### src/rtl/frac_tick_pkg.sv
package frac_tick_pkg;
  typedef enum logic [1:0] {
    PER_NOM   = 2'd0,
    PER_SHORT = 2'd1,
    PER_LONG  = 2'd2
  } per_kind_e;
endpackage

### src/rtl/ftg_corr_latch.sv
module ftg_corr_latch #(
  parameter int CORR_W     = 12,
  parameter int CORR_LIMIT = 2000
) (
  input  logic                     clk,
  input  logic                     rst,
  input  logic                     frame_end,
  input  logic signed [CORR_W-1:0] corr_in,
  output logic                     armed,
  output logic signed [CORR_W-1:0] corr_q,
  output logic        [CORR_W-1:0] mag,
  output logic                     neg
);
  localparam logic signed [CORR_W-1:0] POS_LIM = CORR_W'(CORR_LIMIT);
  localparam logic signed [CORR_W-1:0] NEG_LIM = -POS_LIM;

  logic signed [CORR_W-1:0] clamped;
  logic signed [CORR_W-1:0] eff;

  always_comb begin
    if (corr_in > POS_LIM)      clamped = POS_LIM;
    else if (corr_in < NEG_LIM) clamped = NEG_LIM;
    else                        clamped = corr_in;
  end

  // first clock of a frame uses the live value; later clocks use the held copy
  assign eff = armed ? clamped : corr_q;
  assign neg = eff[CORR_W-1];
  assign mag = neg ? CORR_W'(-eff) : CORR_W'(eff);

  always_ff @(posedge clk) begin
    if (rst) begin
      armed  <= 1'b1;
      corr_q <= '0;
    end else begin
      armed <= frame_end;
      if (armed) corr_q <= clamped;
    end
  end
endmodule

### src/rtl/ftg_frame_ctr.sv
module ftg_frame_ctr
  import frac_tick_pkg::*;
#(
  parameter int FRAME_LEN = 100000,
  parameter int CORR_W    = 12
) (
  input  logic              clk,
  input  logic              rst,
  input  logic              tick,
  input  logic [CORR_W-1:0] mag,
  input  logic              neg,
  output per_kind_e         kind,
  output logic              frame_end
);
  localparam int FRM_W = (FRAME_LEN > 1) ? $clog2(FRAME_LEN) : 1;
  localparam logic [FRM_W-1:0] LAST = FRM_W'(FRAME_LEN - 1);

  logic [FRM_W-1:0] idx;

  always_comb begin
    if (32'(idx) < 32'(mag)) kind = neg ? PER_LONG : PER_SHORT;
    else                     kind = PER_NOM;
  end

  assign frame_end = tick && (idx == LAST);

  always_ff @(posedge clk) begin
    if (rst)            idx <= '0;
    else if (frame_end) idx <= '0;
    else if (tick)      idx <= idx + 1'b1;
  end
endmodule

### src/rtl/ftg_period_ctr.sv
module ftg_period_ctr
  import frac_tick_pkg::*;
#(
  parameter int NOM_DIV = 100
) (
  input  logic      clk,
  input  logic      rst,
  input  per_kind_e kind,
  output logic      tick,
  output logic      sq
);
  localparam int CNT_W = $clog2(NOM_DIV + 2);

  logic [CNT_W-1:0] cnt;
  logic [CNT_W-1:0] len;

  always_comb begin
    unique case (kind)
      PER_SHORT: len = CNT_W'(NOM_DIV - 1);
      PER_LONG:  len = CNT_W'(NOM_DIV + 1);
      default:   len = CNT_W'(NOM_DIV);
    endcase
  end

  assign tick = (cnt == len - 1'b1);
  assign sq   = (cnt < (len >> 1));

  always_ff @(posedge clk) begin
    if (rst)       cnt <= '0;
    else if (tick) cnt <= '0;
    else           cnt <= cnt + 1'b1;
  end
endmodule

### src/rtl/frac_tick_gen.sv
module frac_tick_gen
  import frac_tick_pkg::*;
#(
  parameter int NOM_DIV    = 100,
  parameter int FRAME_LEN  = 100000,
  parameter int CORR_W     = 12,
  parameter int CORR_LIMIT = 2000
) (
  input  logic                     clk,
  input  logic                     rst,
  input  logic signed [CORR_W-1:0] corr_in,
  output logic                     tick_o,
  output logic                     sq_o,
  output logic                     frame_o
);
  logic                     armed_w;
  logic signed [CORR_W-1:0] corr_q_w;
  logic        [CORR_W-1:0] mag_w;
  logic                     neg_w;
  logic                     tick_w;
  logic                     fend_w;
  per_kind_e                kind_w;

  ftg_corr_latch #(.CORR_W(CORR_W), .CORR_LIMIT(CORR_LIMIT)) u_latch (
    .clk(clk), .rst(rst), .frame_end(fend_w), .corr_in(corr_in),
    .armed(armed_w), .corr_q(corr_q_w), .mag(mag_w), .neg(neg_w)
  );

  ftg_frame_ctr #(.FRAME_LEN(FRAME_LEN), .CORR_W(CORR_W)) u_frame (
    .clk(clk), .rst(rst), .tick(tick_w), .mag(mag_w), .neg(neg_w),
    .kind(kind_w), .frame_end(fend_w)
  );

  ftg_period_ctr #(.NOM_DIV(NOM_DIV)) u_period (
    .clk(clk), .rst(rst), .kind(kind_w), .tick(tick_w), .sq(sq_o)
  );

  assign tick_o  = tick_w;
  assign frame_o = fend_w;
endmodule

### config.mk
export PLATFORM = sky130hd
export DESIGN_NAME = frac_tick_gen
export DESIGN_NICKNAME = d
export VERILOG_FILES = /design/src/rtl/frac_tick_pkg.sv /design/src/rtl/ftg_corr_latch.sv /design/src/rtl/ftg_frame_ctr.sv /design/src/rtl/ftg_period_ctr.sv /design/src/rtl/frac_tick_gen.sv
export SDC_FILE = /design/constraint.sdc
export NUM_CORES = 1
export LEC_CHECK = 0
export BUFFER_PORTS_ARGS = -buffer_cell sky130_fd_sc_hd__buf_2
export CAP_MARGIN = 20
export CORE_UTILIZATION = 50
export CTS_CLUSTER_DIAMETER = 40
export DETAILED_ROUTE_END_ITERATION = 10
export GPL_TIMING_DRIVEN = 0
export HOLD_SLACK_MARGIN = 0.06
export PLACE_DENSITY = 0.68
export SLEW_MARGIN = 20
export SYNTH_ARGS = -nofsm -noshare
export SYNTH_HDL_FRONTEND = slang
export SYNTH_SLANG_ARGS = --single-unit
### constraint.sdc
create_clock -name clk -period 7.06 [get_ports clk]
set_clock_uncertainty 0.1 [all_clocks]
set_input_delay 0 -clock clk [delete_from_list [all_inputs] [get_ports clk]]
set_output_delay 0 -clock clk [all_outputs]
set_load 0.02 [all_outputs]
Word level (Yosys, flattened, before mapping)
Cells that the tools add are included.

Output and inout port bits: 3. Word-level logic and storage cells: 26. Input port bits: 14. Flip-flop bits (word level): 37.

Mux-type cells: 7. Order comparisons: 4. Add/sub/neg operators: 4. Equal/unequal tests: 4. Reduce and logical (&&, ||, !) cells: 3.

Operators by type and width (count): 2-to-1 mux 12 bit (4); adder 17 x 1 -> 17 bit, second input constant (1); equality test 17 bit, second input constant (1); less-than comparator 17 x 12 -> 1 bit (1); greater-than comparator 12 bit, second input constant (1); less-than comparator 12 bit, second input constant (1); negation 12 bit (1); adder 7 x 1 -> 7 bit, second input constant (1); equality test 7 bit (1); less-than comparator 7 x 6 -> 1 bit (1); subtractor 6 x 2 -> 7 bit, second input constant (1); one-hot mux 3 bit (2 select lines) (1); 2-to-1 mux 2 bit (2); OR reduction 2 bit (2); equality test 2 x 1 -> 1 bit, second input constant (1); equality test 2 bit, second input constant (1); logical AND 1 bit (1).

Longest topological paths before layout
Depth after elaboration: 14. Mapped depth: 23. Gate-level depth less buffers: 22.

By module
A second synthesis with hierarchy kept.

Cell total of the unflattened synthesis: 300. Area total of the unflattened synthesis: 2549.9 um2.

Modules (own cells, without submodules): ftg_frame_ctr (cells an instance 138, instances 1, area each 1153.6 um2, seq. area each 340.3 um2); ftg_corr_latch (cells an instance 120, instances 1, area each 997.2 um2, seq. area each 260.2 um2); ftg_period_ctr (cells an instance 42, instances 1, area each 399.1 um2, seq. area each 140.1 um2).

Worst setup path after synthesis
No wires, ideal clock.

Path type: in2reg. Start: input port corr_in[10]. End: register u_frame.idx[4]. Library setup time: 0.121 ns. Path slack: 2.390 ns. Data arrival time: 4.449 ns. Required time: 6.839 ns. Buffers on the path: 1. Stages: 17. Cells stage by stage: nor3_1 a31o_2 ha_1 clkbuf_1 o41ai_1 o211ai_1 or2_2 a211oi_1 nand4_1 ha_1 or4_1 a221oi_1 o211ai_1 a211o_1 a21boi_2 and4_1 mux2_2.

Cells in the longest elaborated chain, start to end: 14. Elaborated cells between the ends (all ways): 17. Classes of those cells: add/sub (2); order compare (3); eq/ne (3); mux (7); reduce/logical (2).

RTL lines: from (decl) (RTL line frac_tick_gen.sv:11) `input logic signed [CORR_W-1:0] corr_in,`; less-than comparator 12 bit (RTL line ftg_corr_latch.sv:22) `else if (corr_in < NEG_LIM) clamped = NEG_LIM;`; 2-to-1 mux 12 bit (RTL line ftg_corr_latch.sv:22); 2-to-1 mux 12 bit (*) (RTL line ftg_corr_latch.sv:21) `if (corr_in > POS_LIM) clamped = POS_LIM;`; 2-to-1 mux 12 bit (*) (RTL line ftg_corr_latch.sv:27) `assign eff = armed ? clamped : corr_q;`; negation 12 bit (RTL line ftg_corr_latch.sv:29) `assign mag = neg ? CORR_W'(-eff) : CORR_W'(eff);`; 2-to-1 mux 12 bit (RTL line ftg_corr_latch.sv:29); less-than comparator 17 x 12 -> 1 bit (RTL line ftg_frame_ctr.sv:21) `if (32'(idx) < 32'(mag)) kind = neg ? PER_LONG : PER_SHORT;`; 2-to-1 mux 2 bit (*) (RTL line ftg_frame_ctr.sv:21); equality test 2 bit or equality test 2 x 1 -> 1 bit (tied branches) (RTL line ftg_period_ctr.sv:18) `unique case (kind)`; one-hot mux 3 bit (2 select lines) (*) (RTL line ftg_period_ctr.sv:18); subtractor 6 x 2 -> 7 bit (*) (RTL line ftg_period_ctr.sv:25) `assign tick = (cnt == len - 1'b1);`; equality test 7 bit (*) (RTL line ftg_period_ctr.sv:25); logical AND 1 bit (RTL line ftg_frame_ctr.sv:25) `assign frame_end = tick && (idx == LAST);`; OR reduction 2 bit (no source line); to (signal assigned) (RTL line ftg_frame_ctr.sv:30) `else if (tick) idx <= idx + 1'b1;`; to (decl) (RTL line ftg_frame_ctr.sv:18) `logic [FRM_W-1:0] idx;`.

Every way passes the cells marked *; elsewhere a longest branch is shown, timed or not. A chain may end at the register's enable or synchronous reset.

Final worst setup path
Start: input port corr_in[5]. End: output port frame_o.

Cells in the longest elaborated chain, start to end: 13. Elaborated cells between the ends (all ways): 16. Classes of those cells: add/sub (2); order compare (3); eq/ne (3); mux (7); reduce/logical (1).

RTL lines: less-than comparator 12 bit (RTL line ftg_corr_latch.sv:22); 2-to-1 mux 12 bit (RTL line ftg_corr_latch.sv:22); 2-to-1 mux 12 bit (*) (RTL line ftg_corr_latch.sv:21); 2-to-1 mux 12 bit (*) (RTL line ftg_corr_latch.sv:27); negation 12 bit (RTL line ftg_corr_latch.sv:29); 2-to-1 mux 12 bit (RTL line ftg_corr_latch.sv:29); less-than comparator 17 x 12 -> 1 bit (RTL line ftg_frame_ctr.sv:21); 2-to-1 mux 2 bit (*) (RTL line ftg_frame_ctr.sv:21); equality test 2 bit or equality test 2 x 1 -> 1 bit (tied branches) (RTL line ftg_period_ctr.sv:18); one-hot mux 3 bit (2 select lines) (*) (RTL line ftg_period_ctr.sv:18); subtractor 6 x 2 -> 7 bit (*) (RTL line ftg_period_ctr.sv:25); equality test 7 bit (*) (RTL line ftg_period_ctr.sv:25); logical AND 1 bit (*) (RTL line ftg_frame_ctr.sv:25); to (decl) (RTL line frac_tick_gen.sv:14) `output logic frame_o`.

Marked as above.

==> results.md <==
- Outcome: completed
- Util after Layout: 59.9%
- Synthesized area per cell: 7.74 sq um
- Number of buffers created by CTS: 5
- Antenna diode instance count: 0
- Number of cells upsized or downsized after cts: 0
- Clk pin slew, worst setup/hold paths: 0.07 ns
- Fin area: 2870 sq um
- Leading cell types by count after synthesis: nor2_1 (48), dfxtp_1 (37), a21oi_1 (31)
- Buffers & Inverters on Critical Path: 4
- Worst EP arrival: 5.97 ns
- I/O pin count: 17
- Synthesized flop and latch total: 37
- Grt total ovfl: 0
- Proportion of netlist area held by the largest area contributor: 29.4%
- Count of hold-fix buffers inserted at cts: 7
- Initial Utilization: around 53%
- Most numerous cell in the Yosys netlist: nor2_1
- Hold slack final: roughly 0.077 ns
- Number of hold-slack violations in the final timing report: 0
- Initial antenna violation count: 0
- Mapped Area: about 2500 sq um
- Multi-input gate area: 1710 sq um
- Synth Instances: 326
- Max incr delay on CP: 0.76 ns
- Final worst path period share: 86.0%
- Count of cell types in the netlist: 56
- Number of buffers on the longest clock path: 2
- Number of DRC markers after the initial detailed-route iteration: 179
- Slowest cell on the critical path: o41ai_1
- Synthesized netlist net count: between 300 and 400
- Overall routed net length: 6.37 mm
- H-tree lvl count: 2
- Clock net sink count: 37
- Maximum operating frequency: 0.165 GHz
- Placed wire-length estimate: 4.64 mm
- Final min period: 6.07 ns
- Sequential share of the synthesized area: 29.4%
- Layout overhead on the synthesized area: 13.7%
- TritonCTS clock tree: built
- WS Path Type: in2out
- Pwr per Cell Area: 175 nW/um^2
- Placed cell areas: 2680 sq um
- Setup crit start kind: input pin
- Standard-cell row count: 25
- Fillcell total: 474
- Die ar.: 5330 sq um
- Number of pins with negative max-slew slack in the final report: 0
- Global-route wire length before repair: 10.5 mm
- Core box area: 4790 sq um
- Worst relative slew slack: 42.3%
- Number of enable flip-flop cells after synthesis: 0
- Final setup violating endpoints: 0
- Actual transition at the worst max-transition pin: 0.859 ns
- Overall via count from detail_route: ~2500
- Vias in the first global route: ~2300
- GRT Resource Usage Total: roughly 26%
- Chip width: 73.0 microns
- Max Cap Viol: 0
- Flop-to-flop setup slack: 1.77 ns
- Total DRC errors in the routed layout: 0
- Routability cong.: 0.838
- Clock latency at the later pin of the worst-skew pair: 0.29 ns
- Unrepaired setup endpoints after global routing: false
- Top_reg_cell synth: dfxtp_1
- Sequential cell area in the final layout: 741 sq um
- Maximum fanout along the worst path: 10
- Path type of the worst min-delay path: in2reg
- Pin count of the biggest net entering global routing: 12
- Dominant cell type by area after synthesis: dfxtp_1
- Final #Nets: about 390
- Crit end category: output pin
- Die Span Y: about 73 microns
- Required time at the worst-slack endpoint: between 6 and 7 ns
- Via count normalized by instance count: around 5.9
- Count of nets left with antenna violations after detail routing: 0
- IO buf count: 15
- Most area-consuming cells after synthesis: dfxtp_1 (29%), ha_1 (7.9%), nor2_1 (7.1%), a21oi_1 (6.2%), o21ai_0 (4.6%)
- WL/cell: 15.1 microns
- Cell-by-cell listing of the critical path: dlygate4sd3_1 -> buf_2 -> nand2_1 -> a31o_2 -> ha_1 -> clkbuf_1 -> o41ai_1 -> o211ai_1 -> or2_2 -> a211oi_1 -> nand4_1 -> ha_1 -> or4_1 -> a221oi_1 -> o211ai_1 -> a211o_1 -> a21oi_1 -> and2_1 -> buf_2
- Setup TNS: 0 ns
- Maximum vdd drop: 0.0991 mV
- Fraction of final layout cells with drive strength greater than 1: 9.83%
- Clock Tree Root: clkbuf_8
- Static Leakage: roughly 1.1 nW
- Ys Warns: 0
- Buffer count from post-CTS setup fixing: 0
- Family of cells with the greatest summed delay on the critical path: compound AO/OA/AOI/OAI gates
- 1st-pass router iterations: 4
- Async set-or-reset flop fraction in the synthesized netlist: 0%
[cells by family (layout without fill, tap and decap cells)]
family                     count (synthesis)  count (layout)  share of synthesized area [%]
buffers and inverters                     20              50                           3.03
xor gates and xnor gates                  11              11                           3.82
and+or+nand+nor                          146             146                           31.5
adders and majority gates                 16              16                           7.94
AOI/OAI and AO/OA                         91              91                           22.3
muxes                                      5               5                           2.03
DFF                                       37              37                           29.4
[worst register-to-register path, cell delays in order (launching register included)]
cell and delay, ns:
dfxtp_1 0.36, clkinv_1 0.21, o41ai_1 0.75, o211ai_1 0.36, or2_2 0.41, a211oi_1 0.35
nand4_1 0.16, ha_1 0.23, or4_1 0.49, a221oi_1 0.29, o211ai_1 0.24, a211o_1 0.35
a21o_1 0.27, or4_1 0.53, a21oi_1 0.15
[worst paths after layout]
check                                startpoint  depth (start not counted)                 end
worst max-delay path                 corr_in[5]                         19             frame_o
worst min register to register  u_frame.idx[16]                          2     u_frame.idx[16]
worst min-delay path                corr_in[10]                          5  u_latch.corr_q[10]
worst max register to register    u_latch.armed                         14     u_frame.idx[15]
[sequential cells by signal, indices dropped and copies added (netlist names)]
register and flops:
u_frame.idx 17, u_latch.armed 1, u_latch.corr_q 12, u_period.cnt 7
[layer usage]
| metal | share of wire, % | vias to the layer above | global-route usage (%) |
|---|---|---|---|
| met2 | 46 | 64 | 41.7 |
| li1 | - | 1275 | - |
| met1 | 48 | 1133 | 34.2 |
| met3 | 4.2 | 13 | 4.01 |
| met4 | 2.2 | 0 | 9.15 |
| met5 | 0 | - | 0 |
[area by class of cell]
type | count | share of cell area [%]
Tap cell | 67 | 2.92
Inverter | 6 | 0.785
Multi-Input combinational cell | 269 | 59.5
Clock inverter | 1 | 1.05
Buffer | 14 | 1.88
Clock buffer | 7 | 3.01
Sequential cell | 37 | 25.8
Timing Repair Buffer | 22 | 5.06
[where the power goes]
group | internal, mW | total, mW | switching [mW]
clock network | 0.115 | 0.193 | 0.0777
registers | 0.215 | 0.220 | 0.00522
logic | 0.0351 | 0.0885 | 0.0533
[layout by cell type, fill, tap and decap left out, drive strengths merged, types with 3 or more instances in the layout]
| cell type | instances |
|---|---|
| nand3b | 4 |
| mux2i | 4 |
| nor3 | 13 |
| a31oi | 5 |
| a21oi | 31 |
| clkbuf | 19 |
| nand3 | 11 |
| or2 | 4 |
| nand4 | 8 |
| nor4b | 3 |
| or4 | 6 |
| buf | 17 |
| xnor2 | 5 |
| nand4b | 6 |
| ha | 16 |
| a22oi | 3 |
| dlygate4sd3 | 7 |
| and3 | 6 |
| nor2 | 48 |
| o21ai | 23 |
| a21o | 5 |
| a211oi | 3 |
| xor2 | 6 |
| nor2b | 8 |
| nand2 | 16 |
| inv | 5 |
| o31ai | 4 |
| dfxtp | 37 |
[per-stage QoR]
stage          total power [mW]  instances  setup slack (ns)
5_1_grt                   0.526        423             0.673
4_1_cts                   0.506        423              1.00
3_3_place_gp              0.307        408              1.45
2_1_floorplan             0.285        326              2.39
3_5_place_dp              0.308        408              1.39
6_report                  0.501        423             0.989
(Power assumes the default switching activity.)
